**config.mk**
```make
export PLATFORM = sky130hd
export DESIGN_NAME = tri_tick_uart
export DESIGN_NICKNAME = d
export VERILOG_FILES = /design/src/rtl/uart3_pkg.sv /design/src/rtl/uart3_ticker.sv /design/src/rtl/uart3_rx.sv /design/src/rtl/uart3_tx.sv /design/src/rtl/tri_tick_uart.sv
export SDC_FILE = /design/constraint.sdc
export NUM_CORES = 1
export LEC_CHECK = 0
export BUFFER_PORTS_ARGS = -buffer_cell sky130_fd_sc_hd__buf_2
export CAP_MARGIN = 20
export CORE_AREA = 2 2 77 79
export DETAILED_ROUTE_END_ITERATION = 16
export DIE_AREA = 0 0 79 81
export PLACE_DENSITY = 0.79
export RECOVER_POWER = 25
export SYNTH_ARGS = -nofsm -noshare
export SYNTH_HDL_FRONTEND = slang
export SYNTH_SLANG_ARGS = --single-unit
export TNS_END_PERCENT = 1
```
**constraint.sdc**
```tcl
create_clock -name clk -period 2.4 [get_ports clk]
set_clock_uncertainty 0.15 [all_clocks]
set_input_delay 0.48 -clock clk [delete_from_list [all_inputs] [get_ports clk]]
set_output_delay 0.48 -clock clk [all_outputs]
set_load 0.05 [all_outputs]
```
**src/rtl/uart3_pkg.sv**
```systemverilog
package uart3_pkg;
   localparam int unsigned TICKS_PER_BIT = 3;

   typedef enum logic [1:0] {
      RX_HUNT  = 2'd0,
      RX_FRAME = 2'd1
   } rx_state_e;

   typedef enum logic [1:0] {
      TX_IDLE = 2'd0,
      TX_LEAD = 2'd1,
      TX_SEND = 2'd2
   } tx_state_e;
endpackage

```
**src/rtl/uart3_ticker.sv**
```systemverilog
module uart3_ticker #(
   parameter int unsigned DIV = 555
)(
   input  logic clk,
   input  logic rst_n,
   output logic tick
);
   localparam int unsigned CW = (DIV > 1) ? $clog2(DIV) : 1;
   localparam logic [CW-1:0] LAST = CW'(DIV - 1);

   logic [CW-1:0] cnt_q;

   always_ff @(posedge clk or negedge rst_n) begin
      if (!rst_n)             cnt_q <= '0;
      else if (cnt_q == LAST) cnt_q <= '0;
      else                    cnt_q <= cnt_q + 1'b1;
   end

   assign tick = (cnt_q == LAST);


   tick_spacing_chk: assert property (@(posedge clk) disable iff (!rst_n)
      tick |=> !tick);
endmodule

```
**src/rtl/uart3_rx.sv**
```systemverilog
module uart3_rx
   import uart3_pkg::*;
#(
   parameter int unsigned DATA_BITS   = 8,
   parameter int unsigned SYNC_STAGES = 2
)(
   input  logic                 clk,
   input  logic                 rst_n,
   input  logic                 tick,
   input  logic                 rxd_async,
   input  logic                 hunt_ok,
   output logic [DATA_BITS-1:0] rx_data,
   output logic                 rx_valid,
   input  logic                 rx_ready,
   output logic                 active,
   output logic                 start_seen,
   output logic                 done
);
   localparam int unsigned STOP_SLOT = DATA_BITS + 1;
   localparam int unsigned SLOT_W    = $clog2(STOP_SLOT + 1);
   localparam logic [SLOT_W-1:0] STOP_IDX  = SLOT_W'(STOP_SLOT);
   localparam logic [SLOT_W-1:0] LAST_DATA = SLOT_W'(DATA_BITS);

   logic [SYNC_STAGES-1:0] sync_q;
   logic                   line_s;
   rx_state_e              state_q;
   logic [SLOT_W-1:0]      slot_q;
   logic [1:0]             phase_q;
   logic [DATA_BITS-1:0]   shift_q;
   logic                   valid_q;
   logic                   sample_now;

   // metastability guard on the asynchronous line
   always_ff @(posedge clk or negedge rst_n) begin
      if (!rst_n) sync_q <= '1;
      else        sync_q <= {sync_q[SYNC_STAGES-2:0], rxd_async};
   end
   assign line_s = sync_q[SYNC_STAGES-1];

   assign start_seen = (state_q == RX_HUNT) && tick && hunt_ok && !valid_q && !line_s;
   // position (slot, phase 0) moving to phase 1 is the entry of the middle third
   assign sample_now = (state_q == RX_FRAME) && tick && (phase_q == 2'd0)
                       && (slot_q != '0) && (slot_q <= LAST_DATA);
   // two thirds into the stop bit
   assign done       = (state_q == RX_FRAME) && tick && (phase_q == 2'd1)
                       && (slot_q == STOP_IDX);

   always_ff @(posedge clk or negedge rst_n) begin
      if (!rst_n) begin
         state_q <= RX_HUNT;
         slot_q  <= '0;
         phase_q <= 2'd0;
         shift_q <= '0;
         valid_q <= 1'b0;
      end else begin
         if (start_seen) begin
            state_q <= RX_FRAME;
            slot_q  <= '0;
            phase_q <= 2'd0;
         end else if ((state_q == RX_FRAME) && tick) begin
            if (done) state_q <= RX_HUNT;
            if (phase_q == 2'd2) begin
               phase_q <= 2'd0;
               slot_q  <= slot_q + 1'b1;
            end else begin
               phase_q <= phase_q + 1'b1;
            end
         end
         if (sample_now) shift_q <= {line_s, shift_q[DATA_BITS-1:1]};
         if (done)          valid_q <= 1'b1;
         else if (rx_ready) valid_q <= 1'b0;
      end
   end

   assign rx_data  = shift_q;
   assign rx_valid = valid_q;
   assign active   = (state_q == RX_FRAME);


   rx_hold_chk: assert property (@(posedge clk) disable iff (!rst_n)
      rx_valid && !rx_ready |=> rx_valid && $stable(rx_data));

   rx_done_on_tick_chk: assert property (@(posedge clk) disable iff (!rst_n)
      $rose(rx_valid) |-> $past(tick) && !active);
endmodule

```
**src/rtl/uart3_tx.sv**
```systemverilog
module uart3_tx
   import uart3_pkg::*;
#(
   parameter int unsigned DATA_BITS  = 8,
   parameter int unsigned TURN_TICKS = 2
)(
   input  logic                 clk,
   input  logic                 rst_n,
   input  logic                 tick,
   input  logic [DATA_BITS-1:0] tx_data,
   input  logic                 tx_valid,
   output logic                 tx_ready,
   input  logic                 rx_idle,
   input  logic                 turn_pending,
   input  logic                 idle_level,
   output logic                 busy,
   output logic                 line,
   output logic                 accept
);
   localparam int unsigned FRAME_W   = DATA_BITS + 2;
   localparam int unsigned STOP_SLOT = DATA_BITS + 1;
   localparam int unsigned SLOT_W    = $clog2(STOP_SLOT + 1);
   localparam int unsigned LEAD_W    = (TURN_TICKS > 0) ? $clog2(TURN_TICKS + 1) : 1;
   localparam logic [SLOT_W-1:0] STOP_IDX = SLOT_W'(STOP_SLOT);
   localparam logic [LEAD_W-1:0] LEAD_GAP = LEAD_W'(TURN_TICKS);

   tx_state_e            state_q;
   logic [LEAD_W-1:0]    lead_q;
   logic [SLOT_W-1:0]    slot_q;
   logic [1:0]           phase_q;
   logic [FRAME_W-1:0]   frame_q;
   logic [FRAME_W-1:0]   frame_load;
   logic                 bit_q;

   assign frame_load[0]         = 1'b0;
   assign frame_load[FRAME_W-1] = 1'b1;
   generate
      for (genvar i = 0; i < DATA_BITS; i++) begin : g_frame
         assign frame_load[i+1] = tx_data[i];
      end
   endgenerate

   assign busy     = (state_q != TX_IDLE);
   assign tx_ready = !busy && rx_idle && !tick;
   assign accept   = tx_valid && tx_ready;
   assign line     = busy ? bit_q : idle_level;

   always_ff @(posedge clk or negedge rst_n) begin
      if (!rst_n) begin
         state_q <= TX_IDLE;
         lead_q  <= '0;
         slot_q  <= '0;
         phase_q <= 2'd0;
         frame_q <= '1;
         bit_q   <= 1'b1;
      end else begin
         case (state_q)
            TX_IDLE: if (accept) begin
               state_q <= TX_LEAD;
               lead_q  <= turn_pending ? LEAD_GAP : '0;
               frame_q <= frame_load;
               bit_q   <= 1'b1;
            end
            TX_LEAD: if (tick) begin
               if (lead_q == '0) begin
                  state_q <= TX_SEND;
                  bit_q   <= frame_q[0];
                  frame_q <= {1'b1, frame_q[FRAME_W-1:1]};
                  slot_q  <= '0;
                  phase_q <= 2'd0;
               end else begin
                  lead_q <= lead_q - 1'b1;
               end
            end
            TX_SEND: if (tick) begin
               if (phase_q == 2'd2) begin
                  phase_q <= 2'd0;
                  if (slot_q == STOP_IDX) begin
                     state_q <= TX_IDLE;
                  end else begin
                     slot_q  <= slot_q + 1'b1;
                     bit_q   <= frame_q[0];
                     frame_q <= {1'b1, frame_q[FRAME_W-1:1]};
                  end
               end else begin
                  phase_q <= phase_q + 1'b1;
               end
            end
            default: state_q <= TX_IDLE;
         endcase
      end
   end


   stop_high_chk: assert property (@(posedge clk) disable iff (!rst_n)
      $fell(busy) |-> $past(line));

   line_on_tick_chk: assert property (@(posedge clk) disable iff (!rst_n)
      busy && $past(busy) && !$past(tick) |-> $stable(line));
endmodule

```
**src/rtl/tri_tick_uart.sv**
```systemverilog
module tri_tick_uart #(
   parameter int unsigned CLK_HZ      = 4_000_000,
   parameter int unsigned BAUD        = 2400,
   parameter int unsigned DATA_BITS   = 8,
   parameter int unsigned SYNC_STAGES = 2,
   parameter int unsigned TURN_TICKS  = 2
)(
   input  logic                 clk,
   input  logic                 rst_n,
   input  logic                 rxd,
   output logic                 txd,
   output logic [DATA_BITS-1:0] rx_data,
   output logic                 rx_valid,
   input  logic                 rx_ready,
   input  logic [DATA_BITS-1:0] tx_data,
   input  logic                 tx_valid,
   output logic                 tx_ready,
   output logic                 tx_busy,
   input  logic                 pull_low
);
   localparam int unsigned TICK_DIV = CLK_HZ / (BAUD * uart3_pkg::TICKS_PER_BIT);

   generate
      if (TICK_DIV < 2) begin : g_bad_div
         $error("tri_tick_uart: clock too slow for three ticks per bit");
      end
      if (SYNC_STAGES < 2) begin : g_bad_sync
         $error("tri_tick_uart: synchronizer needs at least two stages");
      end
      if (DATA_BITS < 2 || DATA_BITS > 14) begin : g_bad_width
         $error("tri_tick_uart: DATA_BITS out of range");
      end
   endgenerate

   logic tick;
   logic rx_active;
   logic start_seen;
   logic rx_done;
   logic tx_accept;
   logic hold_q;
   logic turn_q;

   uart3_ticker #(.DIV(TICK_DIV)) u_ticker (
      .clk   (clk),
      .rst_n (rst_n),
      .tick  (tick)
   );

   uart3_rx #(.DATA_BITS(DATA_BITS), .SYNC_STAGES(SYNC_STAGES)) u_rx (
      .clk        (clk),
      .rst_n      (rst_n),
      .tick       (tick),
      .rxd_async  (rxd),
      .hunt_ok    (!tx_busy),
      .rx_data    (rx_data),
      .rx_valid   (rx_valid),
      .rx_ready   (rx_ready),
      .active     (rx_active),
      .start_seen (start_seen),
      .done       (rx_done)
   );

   uart3_tx #(.DATA_BITS(DATA_BITS), .TURN_TICKS(TURN_TICKS)) u_tx (
      .clk          (clk),
      .rst_n        (rst_n),
      .tick         (tick),
      .tx_data      (tx_data),
      .tx_valid     (tx_valid),
      .tx_ready     (tx_ready),
      .rx_idle      (!rx_active),
      .turn_pending (turn_q),
      .idle_level   (!hold_q),
      .busy         (tx_busy),
      .line         (txd),
      .accept       (tx_accept)
   );

   // turnaround owed after a completed reception
   always_ff @(posedge clk or negedge rst_n) begin
      if (!rst_n)         turn_q <= 1'b0;
      else if (tx_accept) turn_q <= 1'b0;
      else if (rx_done)   turn_q <= 1'b1;
   end

   // held-low idle line, released by line activity
   always_ff @(posedge clk or negedge rst_n) begin
      if (!rst_n)                       hold_q <= 1'b0;
      else if (start_seen || tx_accept) hold_q <= 1'b0;
      else if (pull_low)                hold_q <= 1'b1;
   end


   half_duplex_chk: assert property (@(posedge clk) disable iff (!rst_n)
      tx_busy |-> !rx_active);

   release_on_start_chk: assert property (@(posedge clk) disable iff (!rst_n)
      $rose(rx_active) |-> txd);
endmodule

```
# Word level (Yosys, flattened, before mapping)
# Index checks and enable logic that the tools add are counted.
dict set report word_totals {
  reg_bits 52
  input_bits 14
  output_inout_bits 12
  word_cells 135
}
dict set report classes {
  add_sub_neg 6
  n_lt_le_gt_ge 1
  eq_ne 17
  n_mux 54
  reduce_logical 42
}
# operator n
set ops {}
lappend ops {{2-to-1 mux 10 bit} 7}
lappend ops {{2-to-1 mux 2 bit} 20}
lappend ops {{2-to-1 mux 4 bit} 8}
lappend ops {{one-hot mux 10 bit (3 select lines)} 1}
lappend ops {{nonzero test 2 bit} 9}
lappend ops {{logical AND 1 bit} 13}
lappend ops {{2-to-1 mux 1 bit} 13}
lappend ops {{AND reduction 6 bit} 2}
lappend ops {{adder 10 x 1 -> 10 bit (second input constant)} 1}
lappend ops {{equality test 10 bit (second input constant)} 1}
lappend ops {{inequality test 2 bit (second input constant)} 5}
lappend ops {{adder 4 x 1 -> 4 bit (second input constant)} 2}
lappend ops {{equality test 4 bit (second input constant)} 2}
lappend ops {{zero test 2 bit} 4}
lappend ops {{one-hot mux 2 bit (2 select lines)} 2}
lappend ops {{one-hot mux 4 bit (2 select lines)} 1}
lappend ops {{AND reduction 4 bit} 2}
lappend ops {{AND reduction 7 bit} 1}
lappend ops {{equality test 2 x 1 -> 1 bit (second input constant)} 3}
lappend ops {{equality test 2 bit (second input constant)} 3}
lappend ops {{zero test 1 bit} 6}
lappend ops {{inequality test 2 x 1 -> 1 bit (second input constant)} 3}
lappend ops {{one-hot mux 2 bit (3 select lines)} 1}
lappend ops {{adder 2 x 1 -> 2 bit (second input constant)} 2}
lappend ops {{7 further kinds} 8}

# Depth between registers and ports, before layout
dict set report logic_depth {
  depth_word 7
  depth_mapped 8
  mapped_depth_nobuf 7
}

# Hierarchy
# From an unflattened synthesis, not the netlist that was laid out.
dict set report unflattened {
  hier_cells 218
  area_unflattened_um2 2573.7
}
# mod instances cells_each area_per_inst_um2 seq_area_each_um2
set by_module_without_submodules {}
lappend by_module_without_submodules {uart3_tx 1 103 1221.2 513.0}
lappend by_module_without_submodules {uart3_rx 1 63 787.0 452.9}
lappend by_module_without_submodules {uart3_ticker 1 43 483.0 250.2}
lappend by_module_without_submodules {tri_tick_uart 1 9 82.6 50.0}

# Worst setup path before layout
# OpenSTA, ideal clock, no wires.
dict set report synth_timing {
  path_kind {flip-flop to output port}
  from {reg u_tx.state_q[0]}
  to {out txd}
  t_arrival_ns 2.114
  required_ns 1.770
  slack_ns -0.344
  path_stages_with_launch 6
  path_buffers 1
  cell_sequence {dfrtp_1 -> inv_1 -> ha_1 -> clkbuf_1 -> inv_1 -> mux2i_1}
}
dict set report synth_via {
  elab_chain_len 2
}
# item line
set synth_rtl {}
lappend synth_rtl {{start, declared} uart3_tx.sv:27} ;# tx_state_e state_q;
lappend synth_rtl {{start signal, assigned} uart3_tx.sv:50} ;# state_q <= TX_IDLE;
lappend synth_rtl {{start signal, assigned} uart3_tx.sv:59} ;# state_q <= TX_LEAD;
lappend synth_rtl {{start signal, assigned} uart3_tx.sv:66} ;# state_q <= TX_SEND;
lappend synth_rtl {{nonzero test 2 bit} uart3_tx.sv:43} ;# assign busy = (state_q != TX_IDLE);
lappend synth_rtl {{named net tx_busy} tri_tick_uart.sv:18} ;# output logic tx_busy,
lappend synth_rtl {{2-to-1 mux 1 bit} uart3_tx.sv:46} ;# assign line = busy ? bit_q : idle_level;
lappend synth_rtl {{end, declared} tri_tick_uart.sv:11} ;# output logic txd,
# The timed path passes the listed nets, and every way through them passes these cells.

# Worst setup path in the final report
dict set report layout_timing {
  from {reg u_ticker.cnt_q[0]}
  to {reg u_tx.frame_q[5]}
}
dict set report layout_via {
  elab_chain_len 6
  elab_cells_between_ends 8
  classes_between {eq/ne (4); reduce/logical (4)}
}
# item line
set layout_rtl {}
lappend layout_rtl {{start, declared} uart3_ticker.sv:11} ;# logic [CW-1:0] cnt_q;
lappend layout_rtl {{start signal, assigned} uart3_ticker.sv:16} ;# else cnt_q <= cnt_q + 1'b1;
lappend layout_rtl {{equality test 10 bit *} uart3_ticker.sv:19} ;# assign tick = (cnt_q == LAST);
lappend layout_rtl {{zero test 1 bit} uart3_tx.sv:44} ;# assign tx_ready = !busy && rx_idle && !tick;
lappend layout_rtl {{logical AND 1 bit} uart3_tx.sv:44}
lappend layout_rtl {{logical AND 1 bit} uart3_tx.sv:45} ;# assign accept = tx_valid && tx_ready;
lappend layout_rtl {{inequality test 2 bit (no line)} -}
lappend layout_rtl {{AND reduction 7 bit (no line) *} -}
lappend layout_rtl {{end signal, assigned} uart3_tx.sv:61} ;# frame_q <= frame_load;
lappend layout_rtl {{end signal, assigned} uart3_tx.sv:68} ;# frame_q <= {1'b1, frame_q[FRAME_W-1:1]};
lappend layout_rtl {{end signal, assigned} uart3_tx.sv:83} ;# frame_q <= {1'b1, frame_q[FRAME_W-1:1]};
lappend layout_rtl {{end, declared} uart3_tx.sv:31} ;# logic [FRAME_W-1:0] frame_q;
# Every way passes the cells marked *; elsewhere a longest branch is shown, timed or not.
# A chain may end at the register's enable or synchronous reset.

==> impl_metrics.ini <==
[route]
drc = 0
vias = 1872
drt_wl_total_um = 5050
post_drt_wl_per_cell_um = 14.0
viasPerCell = 5.19
drt_iter0_markers = 86
drt_pass1_iterations = 4
ant_nets = 0

[setup_path]
cp_max_fo = 10
reg2reg_depth = 8
worstSetupEndpointType = flip-flop
worstSetupStartpointType = flip-flop
critPathKind = flip-flop to flip-flop
required_ns = 2.48
crit_arrival_ns = 2.44
reg2reg_slack_ns = 0.04
rr_startpoint = u_ticker.cnt_q[0]$_DFF_PN0_
r2r_end = u_tx.frame_q[5]$_DFFE_PN1P_

[logic_synthesis]
synth-main-ff-cell = dfrtp_1
async_flop_share_pct = 100
yosysWarnings = 0
synthCells = 236
syn_avg_cell_area_um2 = 11.3
ys_ff_latch = 50
synth_cell_types = 48
syn-cell-area_um2 = 2670
synth_top_area_share_pct = 35.7
syn_nets = 263
yosysTopAreaCell = dfrtp_1
synth_area_leaders = dfrtp_1, dfstp_2, mux2_4
synth_seq_area_share_pct = 47.5
synth_edf_count = 0

[finish]
drive_above_1_share_pct = 35.0
stdcell_count = 361
area_growth_pct = 19.2
final_common_cell = dfrtp_1
design_area_um2 = 3180
fill_cells = 474
mostFrequentLayoutCells = dfrtp_1, buf_2, nor2_1, inv_1, buf_4
n_antenna_cell = 0
nets = 312

[power]
power.leakage_nw = 1.59
powerDensity_nw_per_um2 = 462
vdd_ir_drop_max_mv = 0.330

[place]
portBuffers = 25
place.gp.congestion = 0.886
placed_area_um2 = 2990
dp_hpwl_um = 3680
numPlacedInstances = 346

[grt]
grt_usage_pct = 15.7
grt_first_pass_wirelength_um = 8010
grt_pass1_vias = 1843
antenna_found_initial = 0
grt_max_degree = 19
grt_overflow_total = 0

[timing]
whs_ns = 0.128
drv_slew = 0
finalHoldViolations = 0
fmax_mhz = 424
worst_slew_pin_slew_ns = 0.986
period_needed_ns = 2.36
max_slew_margin_pct = 34.3
finalCritPeriodShare_pct = 98.2
setup_viol = 0

[die]
initial_utilization_pct = 47.0
ios = 26
core_area_um2 = 5680
die_h_um = 81
fp.dieW_um = 79
placementRows = 28
dieArea_um2 = 6400

[outcome]
status = completed

[clock_tree]
ctsHtreeMaxLevel = 2
cts_tree = built
cts_made_buffers = 5
path_clk_slew_ns = 0.09
clkSinkCount = 50
clockBufferDepth = 2
root_buffer = clkbuf_8
clock_latency_ns = 0.29

[hold_path]
hp-start = rxd
min_to = u_rx.sync_q[0]$_DFF_PN1_
hold-path-cell-count = 1
min_path_type = primary input to flip-flop

[job]
cap_violations = 0
-- flip-flops by register name, summed over array words and instances, names as in the netlist --
signal and count:
u_tx.frame_q 9, u_tx.bit_q 1, u_tx.slot_q 4, u_rx.slot_q 4, u_tx.state_q 2, u_tx.phase_q 2
u_rx.sync_q 2, hold_q 1, turn_q 1, u_rx.rx_valid 1, u_ticker.cnt_q 10, u_rx.state_q 1
u_rx.rx_data 8, u_rx.phase_q 2, u_tx.lead_q 2
-- cell usage after synthesis (all sizes together), types with 2 or more instances --
cell / instances
nor4: 5
and3: 3
clkbuf: 5
nand2: 11
inv: 19
nand3: 6
nor2: 21
nor2b: 4
a31oi: 3
nand4b: 2
nor3b: 2
nand2b: 3
nand4: 2
o21ai: 6
dfrtp: 38
xor2: 4
and2: 2
a21oi: 7
o2bb2ai: 2
ha: 13
o22ai: 3
dfstp: 12
xnor2: 8
nor4b: 2
nor3: 5
mux2: 24
mux2i: 7
o31ai: 2
buf: 2
-- worst max-delay path by stage --
stage / slack, ns / from / cells after the start / to
3_5_place_dp: 0.08 / u_ticker.cnt_q[0]$_DFF_PN0_ / 8 / u_tx.frame_q[5]$_DFFE_PN1P_
2_1_floorplan: -0.11 / u_tx.state_q[0]$_DFFE_PN0P_ / 5 / txd
3_3_place_gp: 0.13 / u_ticker.cnt_q[0]$_DFF_PN0_ / 8 / u_tx.frame_q[6]$_DFFE_PN1P_
6_report: 0.04 / u_ticker.cnt_q[0]$_DFF_PN0_ / 8 / u_tx.frame_q[5]$_DFFE_PN1P_
5_1_grt: -0.03 / u_ticker.cnt_q[1]$_DFF_PN0_ / 7 / tx_ready
4_1_cts: 0.02 / u_ticker.cnt_q[1]$_DFF_PN0_ / 7 / tx_ready
-- power by group --
part           internal [W]  leakage (nW)  switching [W]
registers          0.000847         0.618    0.000000812
logic             0.0000111         0.914      0.0000216
clock network      0.000313        0.0585       0.000276
total               0.00117          1.59       0.000298
-- worst max-delay path: stages (launching register included) --
cell	delay, ns
dfrtp_1	0.39
inv_1	0.06
ha_1	0.13
and4b_2	0.28
a31oi_1	0.14
o22ai_2	0.18
or4b_1	0.44
buf_4	0.21
mux2_4	0.31
-- what timing repair did --
action,in CTS,in global routing
hold buffers,1,0
endpoints found under the hold margin,12,0
setup endpoints to repair,1,2
setup buffers,0,6
resized for setup,5,2
pin swaps,0,1
-- metrics by stage --
stage	setup TNS, ns	worst slack [ns]	power, W	utilization [%]
finish	0	0.0421	0.00147	56.0
floorplan	-0.579	-0.111	0.000865	-
CTS	0	0.0190	0.00149	55.2
detailed placement	0	0.0827	0.000897	52.8
global route	-0.0308	-0.0262	0.00153	56.0
global placement	0	0.135	0.000896	52.8
-- logic make-up (layout without fill, tap and decap cells) --
| kind of cell | after synthesis | in the layout | synth area share (%) |
|---|---|---|---|
| and+or+nand+nor | 73 | 73 | 15.7 |
| xor gates and xnor gates | 12 | 12 | 3.94 |
| adders and majority gates | 13 | 13 | 6.10 |
| AOI/OAI and AO/OA | 31 | 31 | 7.84 |
| muxes | 31 | 31 | 14.9 |
| DFF | 50 | 50 | 47.5 |
| buffers and inverters | 26 | 76 | 4.08 |
-- layout make-up --
cell class	instances	area, um^2	area share, %
clock inverters	3	43.8	1.38
inverters	19	71.3	2.24
flip-flops and latches	50	1270	39.8
well taps	75	93.8	2.95
repair buffers	49	325	10.2
multi-input cells	160	1310	41.2
clock buffers	5	68.8	2.17
-- layer usage --
layer	wire [um]	global-route usage [%]	part of all wire, %	vias to the layer above
met5	0	0	0	-
met4	68	5.86	1.3	0
met3	166	3.44	3.3	6
met2	2520	27.4	50	38
met1	2290	19.2	45	914
li1	-	-	-	914
Note: power is estimated with default switching activity, not from simulation.
